**src/rtl/dma_reg_decode.sv**
```systemverilog
module dma_reg_decode #(
  parameter int NCH    = 16,
  parameter int DW     = 32,
  parameter int WIN_AW = 12,
  parameter int REG_AW = 8,
  parameter logic [WIN_AW-1:0] GLOBAL_BASE = 12'hF00,
  parameter logic [WIN_AW-1:0] IRQ_OFF     = 12'hFE0,
  parameter logic [WIN_AW-1:0] EN_OFF      = 12'hFF0,
  parameter logic [REG_AW-1:0] LAST_REG    = 8'h20
) (
  input  logic                  clk,
  input  logic                  rst_n,
  input  logic                  a_sel,
  input  logic                  a_wr,
  input  logic [WIN_AW-1:0]     a_addr,
  input  logic [DW/8-1:0]       a_be,
  input  logic [DW-1:0]         a_wdata,
  output logic [DW-1:0]         a_rdata,
  input  logic                  b_sel,
  input  logic                  b_wr,
  input  logic [REG_AW-1:0]     b_addr,
  input  logic [DW/8-1:0]       b_be,
  input  logic [DW-1:0]         b_wdata,
  output logic [DW-1:0]         b_rdata,
  output logic [NCH-1:0]        ch_sel,
  output logic [NCH-1:0]        ch_wr,
  output logic [NCH*REG_AW-1:0] ch_off,
  output logic [NCH*DW-1:0]     ch_wdata,
  input  logic [NCH*DW-1:0]     ch_rdata,
  input  logic [NCH-1:0]        ch_irq,
  output logic [NCH-1:0]        chan_en,
  output logic                  irq_any
);

  localparam int CHW = $clog2(NCH);
  localparam int HI  = NCH - 1;

  function automatic logic reg_mapped(input logic [REG_AW-1:0] r);
    return (r[1:0] == 2'b00) && (r <= LAST_REG);
  endfunction

  function automatic logic reg_writable(input logic [REG_AW-1:0] r);
    return (r == '0) || (r == REG_AW'(4)) || (r == LAST_REG);
  endfunction

  logic              a_full, b_full, a_hit, b_hit;
  logic [CHW-1:0]    a_chn;
  logic [REG_AW-1:0] a_reg;
  logic [DW-1:0]     a_next, b_next;

  assign a_full = a_sel && (a_be == '1);
  assign b_full = b_sel && (b_be == '1);
  assign a_chn  = a_addr[REG_AW +: CHW];
  assign a_reg  = a_addr[REG_AW-1:0];
  assign a_hit  = a_full && (a_addr < GLOBAL_BASE) && reg_mapped(a_reg);
  assign b_hit  = b_full && reg_mapped(b_addr);

  for (genvar c = 0; c < NCH; c++) begin : g_ch
    if (c == HI) begin : g_dedicated
      assign ch_sel[c] = b_hit;
      assign ch_wr[c]  = b_hit && b_wr && reg_writable(b_addr);
      assign ch_off[c*REG_AW +: REG_AW] = b_addr;
      assign ch_wdata[c*DW +: DW] = b_wdata;
    end else begin : g_shared
      assign ch_sel[c] = a_hit && (a_chn == CHW'(c));
      assign ch_wr[c]  = ch_sel[c] && a_wr && reg_writable(a_reg);
      assign ch_off[c*REG_AW +: REG_AW] = a_reg;
      assign ch_wdata[c*DW +: DW] = a_wdata;
    end
  end

  always_comb begin
    a_next = '0;
    if (a_hit)
      a_next = ch_rdata[a_chn*DW +: DW];
    else if (a_full && a_addr == IRQ_OFF)
      a_next = DW'(ch_irq);
    else if (a_full && a_addr == EN_OFF)
      a_next = DW'(chan_en);
  end

  assign b_next  = b_hit ? ch_rdata[HI*DW +: DW] : '0;
  assign irq_any = |ch_irq;

  always_ff @(posedge clk) begin
    if (!rst_n) begin
      a_rdata <= '0;
      b_rdata <= '0;
      chan_en <= '1;
    end else begin
      if (a_sel && !a_wr) a_rdata <= a_next;
      if (b_sel && !b_wr) b_rdata <= b_next;
      if (a_full && a_wr && a_addr == EN_OFF) chan_en <= a_wdata[NCH-1:0];
    end
  end

endmodule


```
**config.mk**
```make
export PLATFORM = sky130hd
export DESIGN_NAME = dma_reg_decode
export DESIGN_NICKNAME = d
export VERILOG_FILES = /design/src/rtl/dma_reg_decode.sv
export SDC_FILE = /design/constraint.sdc
export NUM_CORES = 1
export LEC_CHECK = 0
export BUFFER_PORTS_ARGS = -buffer_cell sky130_fd_sc_hd__buf_2
export CELL_PAD_IN_SITES_DETAIL_PLACEMENT = 1
export CELL_PAD_IN_SITES_GLOBAL_PLACEMENT = 2
export CORE_AREA = 5 5 535 537
export DETAILED_ROUTE_END_ITERATION = 10
export DIE_AREA = 0 0 540 542
export PLACE_DENSITY = 0.33
export SLEW_MARGIN = 0
export SYNTH_ARGS = -nofsm -noshare
export SYNTH_HDL_FRONTEND = slang
export SYNTH_SLANG_ARGS = --single-unit
```
**constraint.sdc**
```tcl
create_clock -name clk -period 2.95 [get_ports clk]
set_input_delay 0.59 -clock clk [delete_from_list [all_inputs] [get_ports clk]]
set_output_delay 0.59 -clock clk [all_outputs]
set_load 0.05 [all_outputs]
```
==> impl_metrics.env, run 1 <==
export IMPL_drive_above_1_share_pct=76.9
export IMPL_postSynthAreaPerCell_um2=9.23
export IMPL_met2_wirelength_um=68000
export IMPL_fin_skew_ps=9.79
export IMPL_start_util_pct=4.33
export IMPL_timing_final_ws_setup_ps=-220
export IMPL_ctsHoldBuffers=0
export IMPL_final_fill_count=33700
export IMPL_cts_tree="yes"
export IMPL_via_per_inst=2.15
export IMPL_drt_first_pass_iters=6
export IMPL_htree_levels=3
export IMPL_setup_tns_final_ps=-2500
export IMPL_finalNetCount=2415
export IMPL_violations="negative setup slack"
export IMPL_ff_latch_area_mm2=0.00160
export IMPL_grt_pass1_vias=13000
export IMPL_syn_inst=1320
export IMPL_hold_violations=0
export IMPL_place_area_mm2=0.0186
export IMPL_postLayoutCellArea_mm2=0.0194
export IMPL_cp_start_kind="input port"
export IMPL_clkTransAtPathRegs_ps=90
export IMPL_synth_seq_cells=80
export IMPL_io_buffers=1058
export IMPL_peakVddDrop_mv=0.232
export IMPL_cp_arrival_ps=2580
export IMPL_dpl_worst_slack_ps=-883
export IMPL_wl_met1_um=40400
export IMPL_antenna_found_initial=88
export IMPL_die_w_um=540
export IMPL_die_h_um=542
export IMPL_grt_pass1_wl_um=152000
export IMPL_wire_per_inst_um=22.3
export IMPL_yosysUniqueCellTypes=43
export IMPL_dr_total_vias=12000
export IMPL_fin_crit_ps=3170
export IMPL_whs_ps=422
export IMPL_power_density_mw_per_mm2=286
export IMPL_synth_area_mm2=0.0122
export IMPL_ys_seq_area_share_pct=13.1
export IMPL_drc=0
export IMPL_cts_buffers_inserted=9
export IMPL_setup_viol=23
export IMPL_required_ps=2360
export IMPL_cap_violations=0
export IMPL_tightest_slew_ps=751
export IMPL_outcome="complete, but fails checks"
export IMPL_synth_nets=1946
export IMPL_ioPinCount=1379
export IMPL_path_max_fanout=6
export IMPL_antenna_left=0
export IMPL_grt_max_degree=34
export IMPL_syn2layout_area_growth_pct=59.3
export IMPL_cts_sinks=80
export IMPL_ys_warn_count=0
export IMPL_root_buffer="clkbuf_16"
export IMPL_total_power_w=0.00554
export IMPL_fp_row_count=195
export IMPL_worstHoldPathType="input port to flop"
export IMPL_grtUsageTotal_pct=8.13
export IMPL_max_freq_ghz=0.315
export IMPL_slew_headroom_pct=49.8
export IMPL_wl_met3_um=12100
export IMPL_fin_crit_sh_pct=107
export IMPL_cp_end_kind="primary output"
export IMPL_total_leakage_power_nw=7.57
export IMPL_overflow=0
export IMPL_path_class="input port to primary output"
export IMPL_cts_path_max_buffers=2
export IMPL_wl_um=124000
export IMPL_die_area_mm2=0.293
export IMPL_clkLatencyLatePin_ps=440
export IMPL_gp_congestion=0.750
export IMPL_top_layer="met5"
export IMPL_drtIter0Drc=406
export IMPL_fp_coreArea_mm2=0.281
export IMPL_rsz0062_at_grt="yes"
export IMPL_dp_hpwl_um=112000
export IMPL_multi_input_area_mm2=0.00570
export IMPL_maxSlewViolCount=0
[what timing repair did]
action                                  CTS  global route
resized for setup                        79            11
pin swaps                                15             6
endpoints found under the setup margin   30            26
hold endpoints to repair                  0             0
setup buffers                             3             7
[cells in the mapped netlist (all sizes together)]
master   count  area share, %
o221ai      16            1.2
or3          4           0.25
a22o        48            3.5
buf        672             41
nand3        4           0.21
and3         3           0.15
a41o         1          0.082
nor4        22            1.2
o21ai       16           0.66
inv          3          0.092
a21boi      34            2.1
a22oi       32            2.0
and2         3           0.15
nand4       35            1.8
nand4b       2           0.20
nor3         9           0.37
clkbuf      51            1.6
nor2        43            1.3
mux2i       16            1.3
o31ai        1           0.17
nor2b        3           0.15
nor4b        1           0.12
dfxtp       80             13
nand4bb      1          0.092
a2111o       1          0.092
mux4       128             24
nand2b       3           0.15
and4         2           0.14
or4          1          0.062
or2          3           0.15
nand2       66            2.0
a31oi       16           0.82
[area by class of cell]
class | count | share of cell area, %
clock inverter | 7 | 0.432
timing repair buffer | 1181 | 36.2
clock buffer | 9 | 1.16
sequential | 80 | 8.25
tap | 3743 | 24.1
inverter | 3 | 0.0580
antenna | 31 | 0.400
multi-input combinational | 514 | 29.4
[metrics by stage]
step                utilization, %  instances
floorplan                        -       1320
global placement              6.61       5514
CTS                           6.84       5531
global route                  6.88       5543
finish                        6.90       5568
detailed placement            6.61       5514
[placed cells by master (no fill, tap or decap), types with 3 or more instances in the layout]
master	synthesis	routed
nor2b_4	0	3
nor2_1	43	19
or3_4	1	3
nor3_4	0	6
nor2_2	0	3
o221ai_1	16	16
a31oi_1	16	16
a22oi_1	32	32
diode_2	0	31
dfxtp_1	80	80
nand2_1	66	66
buf_4	642	91
inv_6	0	3
buf_6	7	14
a22o_1	48	48
buf_12	0	51
nor4_1	21	21
nor2_4	0	21
o21ai_1	10	10
mux4_2	128	128
a21boi_0	33	33
inv_1	3	3
clkbuf_16	0	9
mux2i_1	16	16
buf_2	19	1022
buf_8	0	3
o21ai_0	6	6
nand4_1	34	34
[metal layers]
metal  global-route usage [%]  up-vias
li1                         -     5091
met1                     7.52     5662
met2                     15.8      998
met4                     2.70       36
met5                        0        -
met3                     3.45      194
[cells by family after synthesis]
group | count (synthesis) | synth area share (%)
mux | 144 | 25.0
compound gates | 165 | 10.5
simple gates | 205 | 8.60
flops | 80 | 13.1
buf+inv | 726 | 42.8
[sequential cells by signal, summed over array words and instances, names as in the netlist]
signal / cells
chan_en: 16
b_rdata: 32
a_rdata: 32
[worst paths after layout]
check	from	slack, ps	depth (start not counted)	endpoint
setup / recovery	a_addr[0]	-220	7	ch_wr[4]
hold / removal	ch_rdata[506]	420	3	b_rdata[26]
setup reg to reg	chan_en[15]	1740	2	a_rdata[15]
hold reg to reg	a_rdata[0]	460	2	a_rdata[0]
[where the power goes]
group	total [W]	internal [W]	leakage [nW]	switching, W
Sequential	0.00108	0.00108	0.645	0.0000000720
Clock	0.00149	0.000677	0.149	0.000812
Combinational	0.00297	0.000951	6.78	0.00202
Total	0.00554	0.00271	7.57	0.00284
[critical path, stage by stage]
cell and delay (ps):
buf_12 110, or3_4 440, a2111o_1 490, buf_6 190, or3_4 410, nor2_4 160, buf_12 150
(Power assumes the default switching activity.)
==> inputs of run 2 (changes only) <==
--- a/config.mk
+++ b/config.mk
@@ -9,10 +9,10 @@
 export CELL_PAD_IN_SITES_DETAIL_PLACEMENT = 1
 export CELL_PAD_IN_SITES_GLOBAL_PLACEMENT = 2
 export CORE_AREA = 5 5 535 537
+export CTS_CLUSTER_SIZE = 16
 export DETAILED_ROUTE_END_ITERATION = 10
 export DIE_AREA = 0 0 540 542
-export PLACE_DENSITY = 0.33
-export SLEW_MARGIN = 0
+export PLACE_DENSITY = 0.32
 export SYNTH_ARGS = -nofsm -noshare
 export SYNTH_HDL_FRONTEND = slang
 export SYNTH_SLANG_ARGS = --single-unit
==> impl_metrics.env, run 2 (synthesis results as in run 1) <==
export IMPL_crit_family="simple AND/OR/NAND/NOR gates"
export IMPL_slowest_delay_ps=460
export IMPL_post_place_cells=5499
export IMPL_p_clk_share_pct=27.0
export IMPL_fp_row_count=195
export IMPL_overflow=0
export IMPL_cap_violations=0
export IMPL_io_buffers=1058
export IMPL_worstHoldPathType="input port to flop"
export IMPL_cts_buffers_inserted=9
export IMPL_top_regs="a_rdata x32, b_rdata x32, chan_en x16"
export IMPL_clkTransAtPathRegs_ps=90
export IMPL_power_density_mw_per_mm2=286
export IMPL_cp_start_kind="input port"
export IMPL_peakVddDrop_mv=0.314
export IMPL_hold_violations=0
export IMPL_timing_final_ws_setup_ps=-167
export IMPL_dpl_worst_slack_ps=-450
export IMPL_maxSlewViolCount=0
export IMPL_grt_pass1_vias=13100
export IMPL_drc=0
export IMPL_tightest_slew_ps=550
export IMPL_netSwitchingFraction_pct=51.1
export IMPL_p_switching_w=0.00281
export IMPL_clkLatencyLatePin_ps=450
export IMPL_drive_above_1_share_pct=76.6
export IMPL_total_leakage_power_nw=7.44
export IMPL_root_buffer="clkbuf_16"
export IMPL_fin_cells=5569
export IMPL_place_area_mm2=0.0183
export IMPL_dp_hpwl_um=117000
export IMPL_required_ps=2360
export IMPL_die_h_um=542
export IMPL_die_area_mm2=0.293
export IMPL_cts_sinks=80
export IMPL_grt_pass1_wl_um=157000
export IMPL_p_seq_share_pct=19.6
export IMPL_path_max_fanout=6
export IMPL_final_cell_mix="buf_2 (1021), mux4_2 (128), dfxtp_1 (80), buf_4 (67), nand2_1 (66)"
export IMPL_setup_tns_final_ps=-1780
export IMPL_ctsHoldBuffers=0
export IMPL_rsz0062_at_grt="yes"
export IMPL_die_w_um=540
export IMPL_drtIter0Drc=409
export IMPL_cpMaxStageDelayCell="or3_4"
export IMPL_slew_headroom_pct=62.3
export IMPL_path_buf_inv=3
export IMPL_outcome="complete, but fails checks"
export IMPL_cp_arrival_ps=2530
export IMPL_htree_levels=3
export IMPL_ioPinCount=1379
export IMPL_dr_total_vias=12000
export IMPL_fin_crit_ps=3120
export IMPL_cts_tree="yes"
export IMPL_grtUsageTotal_pct=8.51
export IMPL_crit_path_cell_trace="buf_6 > or3_4 > a2111o_1 > buf_12 > or3_4 > nor2_2 > buf_6"
export IMPL_max_freq_ghz=0.321
export IMPL_fin_skew_ps=15.5
export IMPL_via_per_inst=2.16
export IMPL_internal_power_w=0.00269
export IMPL_start_util_pct=4.33
export IMPL_finalNetCount=2391
export IMPL_setup_viol=25
export IMPL_fp_coreArea_mm2=0.281
export IMPL_cts_path_max_buffers=2
export IMPL_layout_commonest_cell="buf_2"
export IMPL_cp_end_kind="primary output"
export IMPL_gp_congestion=0.736
export IMPL_whs_ps=429
export IMPL_antenna_left=0
export IMPL_wire_per_inst_um=23.3
export IMPL_syn2layout_area_growth_pct=57.9
export IMPL_path_class="input port to primary output"
export IMPL_drt_first_pass_iters=6
export IMPL_antenna_found_initial=106
export IMPL_postLayoutCellArea_mm2=0.0192
export IMPL_combPwrFrac_pct=53.4
export IMPL_violations="negative setup slack"
export IMPL_grt_max_degree=49
export IMPL_wl_um=130000
export IMPL_fin_crit_sh_pct=106
## run 2: worst min-delay path, delay by kind of cell
kind / cells / cell delay [ps]
buf+inv: 1 / 110
compound gates: 1 / 70
simple gates: 1 / 60
## run 2: through the flow
step	util, %	total power (W)
after detailed placement	6.52	0.00418
after floorplan	-	0.00403
after global placement	6.52	0.00418
after global routing	6.81	0.00589
final	6.84	0.00550
after CTS	6.73	0.00586
## run 2: repair_timing
action                                  4_1_cts  5_1_grt
endpoints found under the setup margin       30       30
hold endpoints to repair                      0        0
pin swaps                                    11        6
buffers inserted                              0        3
gates cloned                                  0        0
resized for setup                            83       36
## run 2: final timing paths
check / cells after the start / endpoint / startpoint / slack (ps)
min reg2reg: 2 / b_rdata[6] / b_rdata[6] / 470
min: 3 / b_rdata[15] / ch_rdata[495] / 430
max: 7 / ch_wr[0] / a_addr[7] / -170
max reg2reg: 2 / a_rdata[6] / chan_en[6] / 1800
## run 2: power groups by stage
stage	clock network, W	logic (W)	registers (W)
after floorplan	0	0.00292	0.00110
after CTS	0.00170	0.00308	0.00108
after global routing	0.00169	0.00312	0.00108
after global placement	0	0.00307	0.00110
after detailed placement	0	0.00307	0.00110
final	0.00148	0.00293	0.00108
## run 2: metal layers
metal | track usage (%) | routed length (µm)
met1 | 7.15 | 38800
met2 | 16.5 | 70700
met3 | 4.61 | 15000
met4 | 3.17 | 4760
met5 | 0.477 | 522
## run 2: layout make-up
cell class / instances / area (µm²)
multi-input combinational: 514 / 5720
timing repair buffer: 1157 / 6770
fill: 33600 / 262000
tap: 3743 / 4680
sequential: 80 / 1600
antenna: 56 / 140
clock buffer: 9 / 225
clock inverter: 7 / 82.6
inverter: 3 / 11.3
